[src/rtl/tharn_pkg.sv]
package tharn_pkg;
    typedef enum logic [1:0] {
        PH_LOAD = 2'd0,
        PH_RUN  = 2'd1,
        PH_READ = 2'd2
    } phase_e;
endpackage

[src/rtl/tharn_phase_fsm.sv]
module tharn_phase_fsm
    import tharn_pkg::*;
#(
    parameter int NBLK  = 4,
    parameter int CNT_W = 16
) (
    input  logic             clk,
    input  logic             rst_n,
    input  logic             start_i,
    input  logic             stop_i,
    input  logic             cfg_we_i,
    input  logic             cfg_loop_i,
    input  logic [NBLK-1:0]  cfg_mask_i,
    input  logic             core_done_i,
    input  logic             ext_req_i,
    output phase_e           phase_o,
    output logic [NBLK-1:0]  mask_o,
    output logic             go_o,
    output logic             done_o,
    output logic             err_o,
    output logic [CNT_W-1:0] cnt_o
);
    localparam logic [CNT_W-1:0] CNT_ONE = CNT_W'(1);

    typedef struct packed {
        phase_e            phase;
        logic              loop;
        logic [NBLK-1:0]   mask;
        logic              stop_pend;
        logic              go;
        logic              done;
        logic              err;
        logic [CNT_W-1:0]  cnt;
    } st_t;

    st_t st_d, st_q;
    logic start_ok;

    assign start_ok = start_i && (st_q.phase != PH_RUN);

    always_comb begin
        st_d    = st_q;
        st_d.go = 1'b0;
        unique case (st_q.phase)
            PH_LOAD, PH_READ: begin
                if (cfg_we_i) begin
                    st_d.loop = cfg_loop_i;
                    st_d.mask = cfg_mask_i;
                end
                if (start_i) begin
                    st_d.phase     = PH_RUN;
                    st_d.go        = 1'b1;
                    st_d.cnt       = '0;
                    st_d.done      = 1'b0;
                    st_d.err       = 1'b0;
                    st_d.stop_pend = 1'b0;
                end
            end
            PH_RUN: begin
                if (stop_i)    st_d.stop_pend = 1'b1;
                if (ext_req_i) st_d.err       = 1'b1;
                if (core_done_i) begin
                    st_d.cnt = st_q.cnt + CNT_ONE;
                    if (!st_q.loop || st_q.stop_pend || stop_i) begin
                        st_d.phase = PH_READ;
                        st_d.done  = 1'b1;
                    end else begin
                        st_d.go = 1'b1;
                    end
                end
            end
            default: st_d.phase = PH_LOAD;
        endcase
    end

    always_ff @(posedge clk) begin
        if (!rst_n) begin
            st_q.phase     <= PH_LOAD;
            st_q.loop      <= 1'b0;
            st_q.mask      <= '1;
            st_q.stop_pend <= 1'b0;
            st_q.go        <= 1'b0;
            st_q.done      <= 1'b0;
            st_q.err       <= 1'b0;
            st_q.cnt       <= '0;
        end else begin
            st_q <= st_d;
        end
    end

    assign phase_o = st_q.phase;
    assign mask_o  = st_q.mask;
    assign go_o    = st_q.go;
    assign done_o  = st_q.done;
    assign err_o   = st_q.err;
    assign cnt_o   = st_q.cnt;


    single_end_chk: assert property (@(posedge clk) disable iff (!rst_n)
        (st_q.phase == PH_RUN && core_done_i && !st_q.loop) |=> (st_q.phase == PH_READ && st_q.done));

    go_in_run_chk: assert property (@(posedge clk) disable iff (!rst_n)
        st_q.go |-> (st_q.phase == PH_RUN));

    err_sticky_chk: assert property (@(posedge clk) disable iff (!rst_n)
        (st_q.err && !start_ok) |=> st_q.err);

    cnt_step_chk: assert property (@(posedge clk) disable iff (!rst_n)
        (st_q.phase == PH_RUN && core_done_i) |=> (st_q.cnt == $past(st_q.cnt) + CNT_ONE));

    cfg_hold_chk: assert property (@(posedge clk) disable iff (!rst_n)
        (st_q.phase == PH_RUN) |=> ($stable(st_q.mask) && $stable(st_q.loop)));
endmodule

[src/rtl/tharn_mem_arb.sv]
module tharn_mem_arb #(
    parameter int AW = 4,
    parameter int DW = 8
) (
    input  logic          sel_core_i,
    input  logic          ext_req_i,
    input  logic          ext_we_i,
    input  logic [AW-1:0] ext_addr_i,
    input  logic [DW-1:0] ext_wdata_i,
    input  logic          core_req_i,
    input  logic          core_we_i,
    input  logic [AW-1:0] core_addr_i,
    input  logic [DW-1:0] core_wdata_i,
    output logic          mem_req_o,
    output logic          mem_we_o,
    output logic [AW-1:0] mem_addr_o,
    output logic [DW-1:0] mem_wdata_o
);
    always_comb begin
        if (sel_core_i) begin
            mem_req_o   = core_req_i;
            mem_we_o    = core_we_i;
            mem_addr_o  = core_addr_i;
            mem_wdata_o = core_wdata_i;
        end else begin
            mem_req_o   = ext_req_i;
            mem_we_o    = ext_we_i;
            mem_addr_o  = ext_addr_i;
            mem_wdata_o = ext_wdata_i;
        end
    end
endmodule

[src/rtl/tharn_cken_gen.sv]
module tharn_cken_gen #(
    parameter int NBLK = 4
) (
    input  logic            run_i,
    input  logic [NBLK-1:0] mask_i,
    output logic [NBLK-1:0] cken_o
);
    for (genvar b = 0; b < NBLK; b++) begin : g_blk
        assign cken_o[b] = !run_i || mask_i[b];
    end
endmodule

[src/rtl/tharn_loop_ctrl.sv]
module tharn_loop_ctrl
    import tharn_pkg::*;
#(
    parameter int NBLK  = 4,
    parameter int AW    = 4,
    parameter int DW    = 8,
    parameter int CNT_W = 16
) (
    input  logic             clk,
    input  logic             rst_n,
    input  logic             cfg_we_i,
    input  logic             cfg_loop_i,
    input  logic [NBLK-1:0]  cfg_mask_i,
    input  logic             start_i,
    input  logic             stop_i,
    input  logic             ext_req_i,
    input  logic             ext_we_i,
    input  logic [AW-1:0]    ext_addr_i,
    input  logic [DW-1:0]    ext_wdata_i,
    output logic [DW-1:0]    ext_rdata_o,
    output logic             core_go_o,
    input  logic             core_done_i,
    input  logic             core_req_i,
    input  logic             core_we_i,
    input  logic [AW-1:0]    core_addr_i,
    input  logic [DW-1:0]    core_wdata_i,
    output logic             mem_req_o,
    output logic             mem_we_o,
    output logic [AW-1:0]    mem_addr_o,
    output logic [DW-1:0]    mem_wdata_o,
    input  logic [DW-1:0]    mem_rdata_i,
    output logic [NBLK-1:0]  cken_o,
    output logic [1:0]       phase_o,
    output logic             done_o,
    output logic             err_o,
    output logic [CNT_W-1:0] pass_cnt_o
);
    phase_e          phase;
    logic [NBLK-1:0] mask;
    logic            in_run;

    tharn_phase_fsm #(.NBLK(NBLK), .CNT_W(CNT_W)) u_fsm (
        .clk        (clk),
        .rst_n      (rst_n),
        .start_i    (start_i),
        .stop_i     (stop_i),
        .cfg_we_i   (cfg_we_i),
        .cfg_loop_i (cfg_loop_i),
        .cfg_mask_i (cfg_mask_i),
        .core_done_i(core_done_i),
        .ext_req_i  (ext_req_i),
        .phase_o    (phase),
        .mask_o     (mask),
        .go_o       (core_go_o),
        .done_o     (done_o),
        .err_o      (err_o),
        .cnt_o      (pass_cnt_o)
    );

    assign in_run = (phase == PH_RUN);

    tharn_mem_arb #(.AW(AW), .DW(DW)) u_arb (
        .sel_core_i  (in_run),
        .ext_req_i   (ext_req_i),
        .ext_we_i    (ext_we_i),
        .ext_addr_i  (ext_addr_i),
        .ext_wdata_i (ext_wdata_i),
        .core_req_i  (core_req_i),
        .core_we_i   (core_we_i),
        .core_addr_i (core_addr_i),
        .core_wdata_i(core_wdata_i),
        .mem_req_o   (mem_req_o),
        .mem_we_o    (mem_we_o),
        .mem_addr_o  (mem_addr_o),
        .mem_wdata_o (mem_wdata_o)
    );

    tharn_cken_gen #(.NBLK(NBLK)) u_cken (
        .run_i (in_run),
        .mask_i(mask),
        .cken_o(cken_o)
    );

    assign ext_rdata_o = mem_rdata_i;
    assign phase_o     = phase;


    cken_open_chk: assert property (@(posedge clk) disable iff (!rst_n)
        (phase_o != 2'd1) |-> (&cken_o));

    ext_blocked_chk: assert property (@(posedge clk) disable iff (!rst_n)
        (phase_o == 2'd1 && !core_req_i) |-> !mem_req_o);

    core_blocked_chk: assert property (@(posedge clk) disable iff (!rst_n)
        (phase_o != 2'd1 && !ext_req_i) |-> !mem_req_o);
endmodule

[config.mk]
export PLATFORM = sky130hd
export DESIGN_NAME = tharn_loop_ctrl
export DESIGN_NICKNAME = d
export VERILOG_FILES = /design/src/rtl/tharn_pkg.sv /design/src/rtl/tharn_phase_fsm.sv /design/src/rtl/tharn_mem_arb.sv /design/src/rtl/tharn_cken_gen.sv /design/src/rtl/tharn_loop_ctrl.sv
export SDC_FILE = /design/constraint.sdc
export NUM_CORES = 1
export LEC_CHECK = 0
export ABC_AREA = 0
export BUFFER_PORTS_ARGS = -buffer_cell sky130_fd_sc_hd__buf_2
export CAP_MARGIN = 15
export CORE_UTILIZATION = 30
export DETAILED_ROUTE_END_ITERATION = 7
export GPL_ROUTABILITY_DRIVEN = 1
export HOLD_SLACK_MARGIN = 0.1
export PLACE_DENSITY_LB_ADDON = 0.1
export SETUP_SLACK_MARGIN = 0.2
export SKIP_CTS_REPAIR_TIMING = 1
export SYNTH_ARGS = -nofsm -noshare
export SYNTH_HDL_FRONTEND = slang
export SYNTH_HIERARCHICAL = 1
export SYNTH_SLANG_ARGS = --single-unit
[constraint.sdc]
create_clock -name clk -period 1.59 [get_ports clk]
set_input_delay 0.318 -clock clk [delete_from_list [all_inputs] [get_ports clk]]
set_output_delay 0.318 -clock clk [all_outputs]
set_load 0.01 [all_outputs]
==> results of run 1 <==
==> registers in the layout, summed over array words and instances, names as in the netlist <==
register	flops
u_fsm/cnt_o	16
u_fsm/mask_o	4
u_fsm/phase_o	2
u_fsm/st_q	2
u_fsm/done_o	1
u_fsm/err_o	1
u_fsm/go_o	1
==> through the flow <==
| stage | hold WS (ns) | area (um2) | setup TNS, ns |
|---|---|---|---|
| 6_report | 0.2598 | 2272 | -2.672 |
| 3_5_place_dp | 0.4454 | 2044 | 0 |
| 5_1_grt | 0.2809 | 2272 | -4.067 |
| 4_1_cts | 0.2602 | 2090 | -3.117 |
| 3_3_place_gp | 0.4431 | 2044 | 0 |
| 2_1_floorplan | 0.4418 | 1658 | 0 |
==> cell type report <==
| type | count | area, um2 | area share (%) |
|---|---|---|---|
| clock buffers | 4 | 45.04 | 1.982 |
| inverters | 5 | 18.77 | 0.8260 |
| multi-input cells | 118 | 887.1 | 39.04 |
| flip-flops and latches | 27 | 550.5 | 24.23 |
| well taps | 70 | 87.58 | 3.855 |
| repair buffers | 102 | 683.2 | 30.07 |
==> cell usage in the layout (no fill, tap or decap), types with 2 or more instances in the layout <==
master,netlist,layout
o31ai_1,2,2
clkbuf_8,0,3
inv_1,5,5
or3_1,7,6
dfxtp_1,27,23
nand2_1,18,18
nand4_1,4,4
buf_4,30,19
mux2_4,0,14
nand3_1,10,10
xnor2_1,6,6
a21oi_2,0,2
nand2b_1,5,5
nor2b_1,5,5
a21oi_1,12,10
buf_6,1,20
buf_2,0,63
dfxtp_4,0,2
dfxtp_2,0,2
a21boi_0,4,4
nor2_1,7,7
a22oi_1,2,2
o21ai_0,7,7
==> logic make-up after synthesis <==
logic type / synth area share (%)
muxes: 9.913
DFF: 33.99
xor gates and xnor gates: 3.304
buffers and inverters: 16.99
adders and majority gates: 0.7867
AOI/OAI and AO/OA: 13.30
and+or+nand+nor: 21.72
==> cells in the mapped netlist, types with 4 or more instances <==
cell type / number
a21boi_0: 4
a21oi_1: 12
buf_4: 30
clkbuf_1: 4
dfxtp_1: 27
inv_1: 5
mux2_2: 14
nand2_1: 18
nand2b_1: 5
nand3_1: 10
nand4_1: 4
nor2_1: 7
nor2b_1: 5
o21ai_0: 7
or3_1: 7
xnor2_1: 6
==> per-layer routing <==
| layer | vias up | part of all wire [%] | track usage [%] |
|---|---|---|---|
| li1 | 756 | - | - |
| met1 | 658 | 45 | 18.23 |
| met2 | 67 | 48 | 27.43 |
| met3 | 2 | 6.8 | 2.142 |
| met4 | 0 | 0.42 | 4.403 |
| met5 | - | 0 | 0 |
==> final timing paths <==
path                                  startpoint               to  slack (ns)  depth (start not counted)
worst max-delay path            u_fsm/phase_o[1]   mem_wdata_o[0]       -0.19                          5
worst min-delay path               cfg_mask_i[2]  u_fsm/mask_o[2]        0.26                          3
worst max register to register  u_fsm/phase_o[1]  u_fsm/cnt_o[11]       -0.03                          5
worst min register to register      u_fsm/done_o     u_fsm/done_o        0.46                          2
==> where the power goes <==
| group | leakage (nW) | internal, W | switching, W |
|---|---|---|---|
| clock network | 0.0228 | 0.000180 | 0.000217 |
| logic | 0.747 | 0.000211 | 0.000155 |
| registers | 0.222 | 0.000693 | 0.0000110 |
| total | 0.991 | 0.00108 | 0.000382 |
==> tightest hold or removal path, delay by kind of cell <==
| family | cells | cell delay [ns] |
|---|---|---|
| and+or+nand+nor | 2 | 0.11 |
| buffers and inverters | 1 | 0.07 |
==> results_dict.tcl, run 1 <==
set metrics [dict create \
    tritoncts "built" \
    die_h_um 74.81 \
    p_per_area_nw_per_um2 645.1 \
    ys_types 32 \
    fin_crit_ns 1.780 \
    clock_latency_ns 0.27 \
    seq_area_frac_synth_pct 33.99 \
    root_buffer "clkbuf_8" \
    dieArea_um2 5596 \
    grt_max_degree 15 \
    crit_buf_inv 3 \
    dp_slack_ns 0.02809 \
    drt_iter0_markers 76 \
    synth_top_cell_by_area "dfxtp_1" \
    clock_path_buffers 2 \
    fin_util_pct 44.49 \
    slew_headroom_pct 68.97 \
    antenna_left 0 \
    crit_family "buffers and inverters" \
    fin_worst_skew_ns 0.004296 \
    p_leak_nw 0.9914 \
    fill_cells 524 \
    peakVddDrop_mv 0.2481 \
    cpMaxStageDelayCell "dfxtp_2" \
    coreArea_um2 5107 \
    syn-cell-area_um2 1590 \
    cpMostUsedCell "buf_6" \
    clock-sinks 27 \
    routed_wl_um 4278 \
    crit_chain "buf_6 > nor2b_4 > buf_6 > mux2_4 > buf_6" \
    violations "setup timing" \
    grt.total_usage_pct 15.02 \
    max-cap-violations 0 \
    h-tree-depth 1 \
    worst_ep_required_time_ns 1.27 \
    clk_pin_slew_worst_paths_ns 0.10 \
    numCtsBuffers 3 \
    grt_pass1_vias 1331 \
    fin_ws_ns -0.1900 \
    max_stage_delay_ns 0.33 \
    final_net_count 305 \
    startpoint_type "register" \
    synthFlopType "dfxtp_1" \
    tightest_slew_ns 0.4583 \
    grt_overflow 0 \
    worstSetupEndpointType "output port" \
    io-pin-count 94 \
    cp_max_fo 6 \
    instances_no_fill 326 \
    drcViolationCount 0 \
    synth_warnings 6 \
    dp.cells 320 \
    finalPower_w 0.001466 \
    area_growth_pct 42.88 \
    via_count 1483 \
    synth_nets 233 \
    ys_seq_elements 27 \
    drv_slew 0 \
    vias_per_cell 4.549 \
    syn_area_per_cell_um2 8.596 \
    port_buffers 77 \
    synth_edf_count 0 \
    synth_top_area_share_pct 33.99 \
    worst_ep_arrival_time_ns 1.46 \
    grt_pass1_wl_um 6292 \
    antenna_found_initial 0 \
    finalSetupViolations 20 \
    grt_setup_unrepaired "yes" \
    dr.pass1.iters 4 \
    rows 26 \
    yosys-top-cells-area "dfxtp_1 (34%), buf_4 (14%), mux2_2 (9.9%), nand2_1 (4.2%), a21oi_1 (3.8%)" \
    antenna_cells 0 \
    async_flop_share_pct 0 \
    hold_class "input pin to register" \
    status "finished, violations left" \
    finalHoldViolations 0 \
    die_w_um 74.81 \
    dpl.hpwl_um 3324 \
    initial_core_util_pct 31.14 \
    min_period_over_period_pct 111.9 \
    criticalPathCategory "register to output port" \
    fmax_mhz 561.8 \
    wl_per_cell_um 13.12 \
    postSynthCellCount 185 \
    place_congestion 0.7494 \
    drive_gt1_share_pct 52.34 \
]
No activity file was read; power rests on OpenSTA's default activity.
==> run 2: changes to the inputs <==
- CORE_UTILIZATION: 30 -> 39
- CTS_CLUSTER_DIAMETER: unset -> 50
==> results_dict.tcl, run 2 (synthesis results as in run 1) <==
set metrics [dict create \
    finalSetupViolations 22 \
    min_period_over_period_pct 115.1 \
    io-pin-count 94 \
    antenna_left 0 \
    fin_ws_ns -0.2407 \
    dieArea_um2 4337 \
    cp_max_fo 7 \
    largest_reg_flops 16 \
    slew_headroom_pct 66.51 \
    grt_setup_unrepaired "yes" \
    grt_pass1_vias 1305 \
    drv_slew 0 \
    die_h_um 65.86 \
    startpoint_type "register" \
    dr.pass1.iters 4 \
    final.setup.tns_ns -3.368 \
    antenna_found_initial 0 \
    fin_util_pct 61.38 \
    place_congestion 0.7755 \
    numCtsBuffers 3 \
    area_growth_pct 45.55 \
    grt_overflow 0 \
    h-tree-depth 1 \
    drt_iter0_markers 29 \
    met2_usage_pct 27.81 \
    grt_max_degree 16 \
    coreArea_um2 3771 \
    wl_per_cell_um 13.15 \
    layout_common_cells "buf_2 (63), dfxtp_1 (23), buf_4 (20)" \
    finalHoldViolations 0 \
    fin_crit_ns 1.831 \
    instances_no_fill 305 \
    grt_pass1_wl_um 5733 \
    gr-usage-met3_pct 4.138 \
    worst_ep_required_time_ns 1.27 \
    top_usage_layer "met2" \
    grtUsageMet1_pct 21.68 \
    drcViolationCount 0 \
    worstSetupEndpointType "output port" \
    worst_ep_arrival_time_ns 1.51 \
    clock-sinks 27 \
    root_buffer "clkbuf_8" \
    vias_per_cell 4.895 \
    grt.total_usage_pct 16.75 \
    hold_class "input pin to register" \
    status "finished, violations left" \
    clk_pin_slew_worst_paths_ns 0.09 \
    p_per_area_nw_per_um2 634.6 \
    fmax_mhz 546.2 \
    clock_latency_ns 0.27 \
    dp.cells 295 \
    max-cap-violations 0 \
    tritoncts "built" \
    finalPower_w 0.001469 \
    clock_path_buffers 2 \
    fin_worst_skew_ns 0.003084 \
    via_count 1493 \
    rows 22 \
    routed_wl_um 4010 \
    initial_core_util_pct 42.17 \
    peakVddDrop_mv 0.5110 \
    antenna_cells 0 \
    final_net_count 306 \
    criticalPathCategory "register to output port" \
    fill_cells 355 \
    drive_gt1_share_pct 54.47 \
    die_w_um 65.86 \
    p_leak_nw 1.028 \
    tightest_slew_ns 0.4960 \
    final_common_cell "buf_2" \
    port_buffers 77 \
    violations "setup timing" \
    dpl.hpwl_um 2904 \
]
## run 2: path summary, 6_finish.rpt
kind                            slack [ns]              from              end  depth (start not counted)
worst max-delay path                 -0.24  u_fsm/phase_o[1]   mem_wdata_o[4]                          5
worst min-delay path                  0.25     cfg_mask_i[2]  u_fsm/mask_o[2]                          3
worst max register to register       -0.06  u_fsm/phase_o[1]   u_fsm/cnt_o[9]                          6
worst min register to register        0.46      u_fsm/done_o     u_fsm/done_o                          2
## run 2: metal layers
layer	part of all wire, %	routed length, um
met5	0	0
met4	0.40	16
met3	9.5	380
met2	48	1919
met1	42	1694
## run 2: critical path, cell delays in order, from the launching register on
cell and delay, ns:
dfxtp_2 0.34, buf_6 0.12, nor2b_4 0.18, clkbuf_16 0.19
mux2_4 0.30, buf_6 0.12
## run 2: final cells by class
| type | count | area [um2] | area share [%] |
|---|---|---|---|
| Timing Repair Buffer | 103 | 713.2 | 30.81 |
| Clock buffer | 4 | 45.04 | 1.946 |
| Inverter | 5 | 18.77 | 0.8108 |
| Tap cell | 48 | 60.06 | 2.595 |
| Sequential cell | 27 | 548.0 | 23.68 |
| Multi-Input combinational cell | 118 | 929.6 | 40.16 |
## run 2: stage by stage
step           hold WS, ns  cell area (um2)  worst slack [ns]
3_3_place_gp        0.4423             2007           0.05560
2_1_floorplan       0.4418             1658           0.05488
4_1_cts             0.2465             2052           -0.2662
5_1_grt             0.2574             2315           -0.3024
6_report            0.2502             2315           -0.2407
3_5_place_dp        0.4437             2007           0.01232
## run 2: power by group
part / total (W) / internal (W) / switching (W) / leakage [nW]
Sequential: 0.000706 / 0.000694 / 0.0000119 / 0.222
Combinational: 0.000375 / 0.000223 / 0.000153 / 0.784
Clock: 0.000388 / 0.000179 / 0.000208 / 0.0228
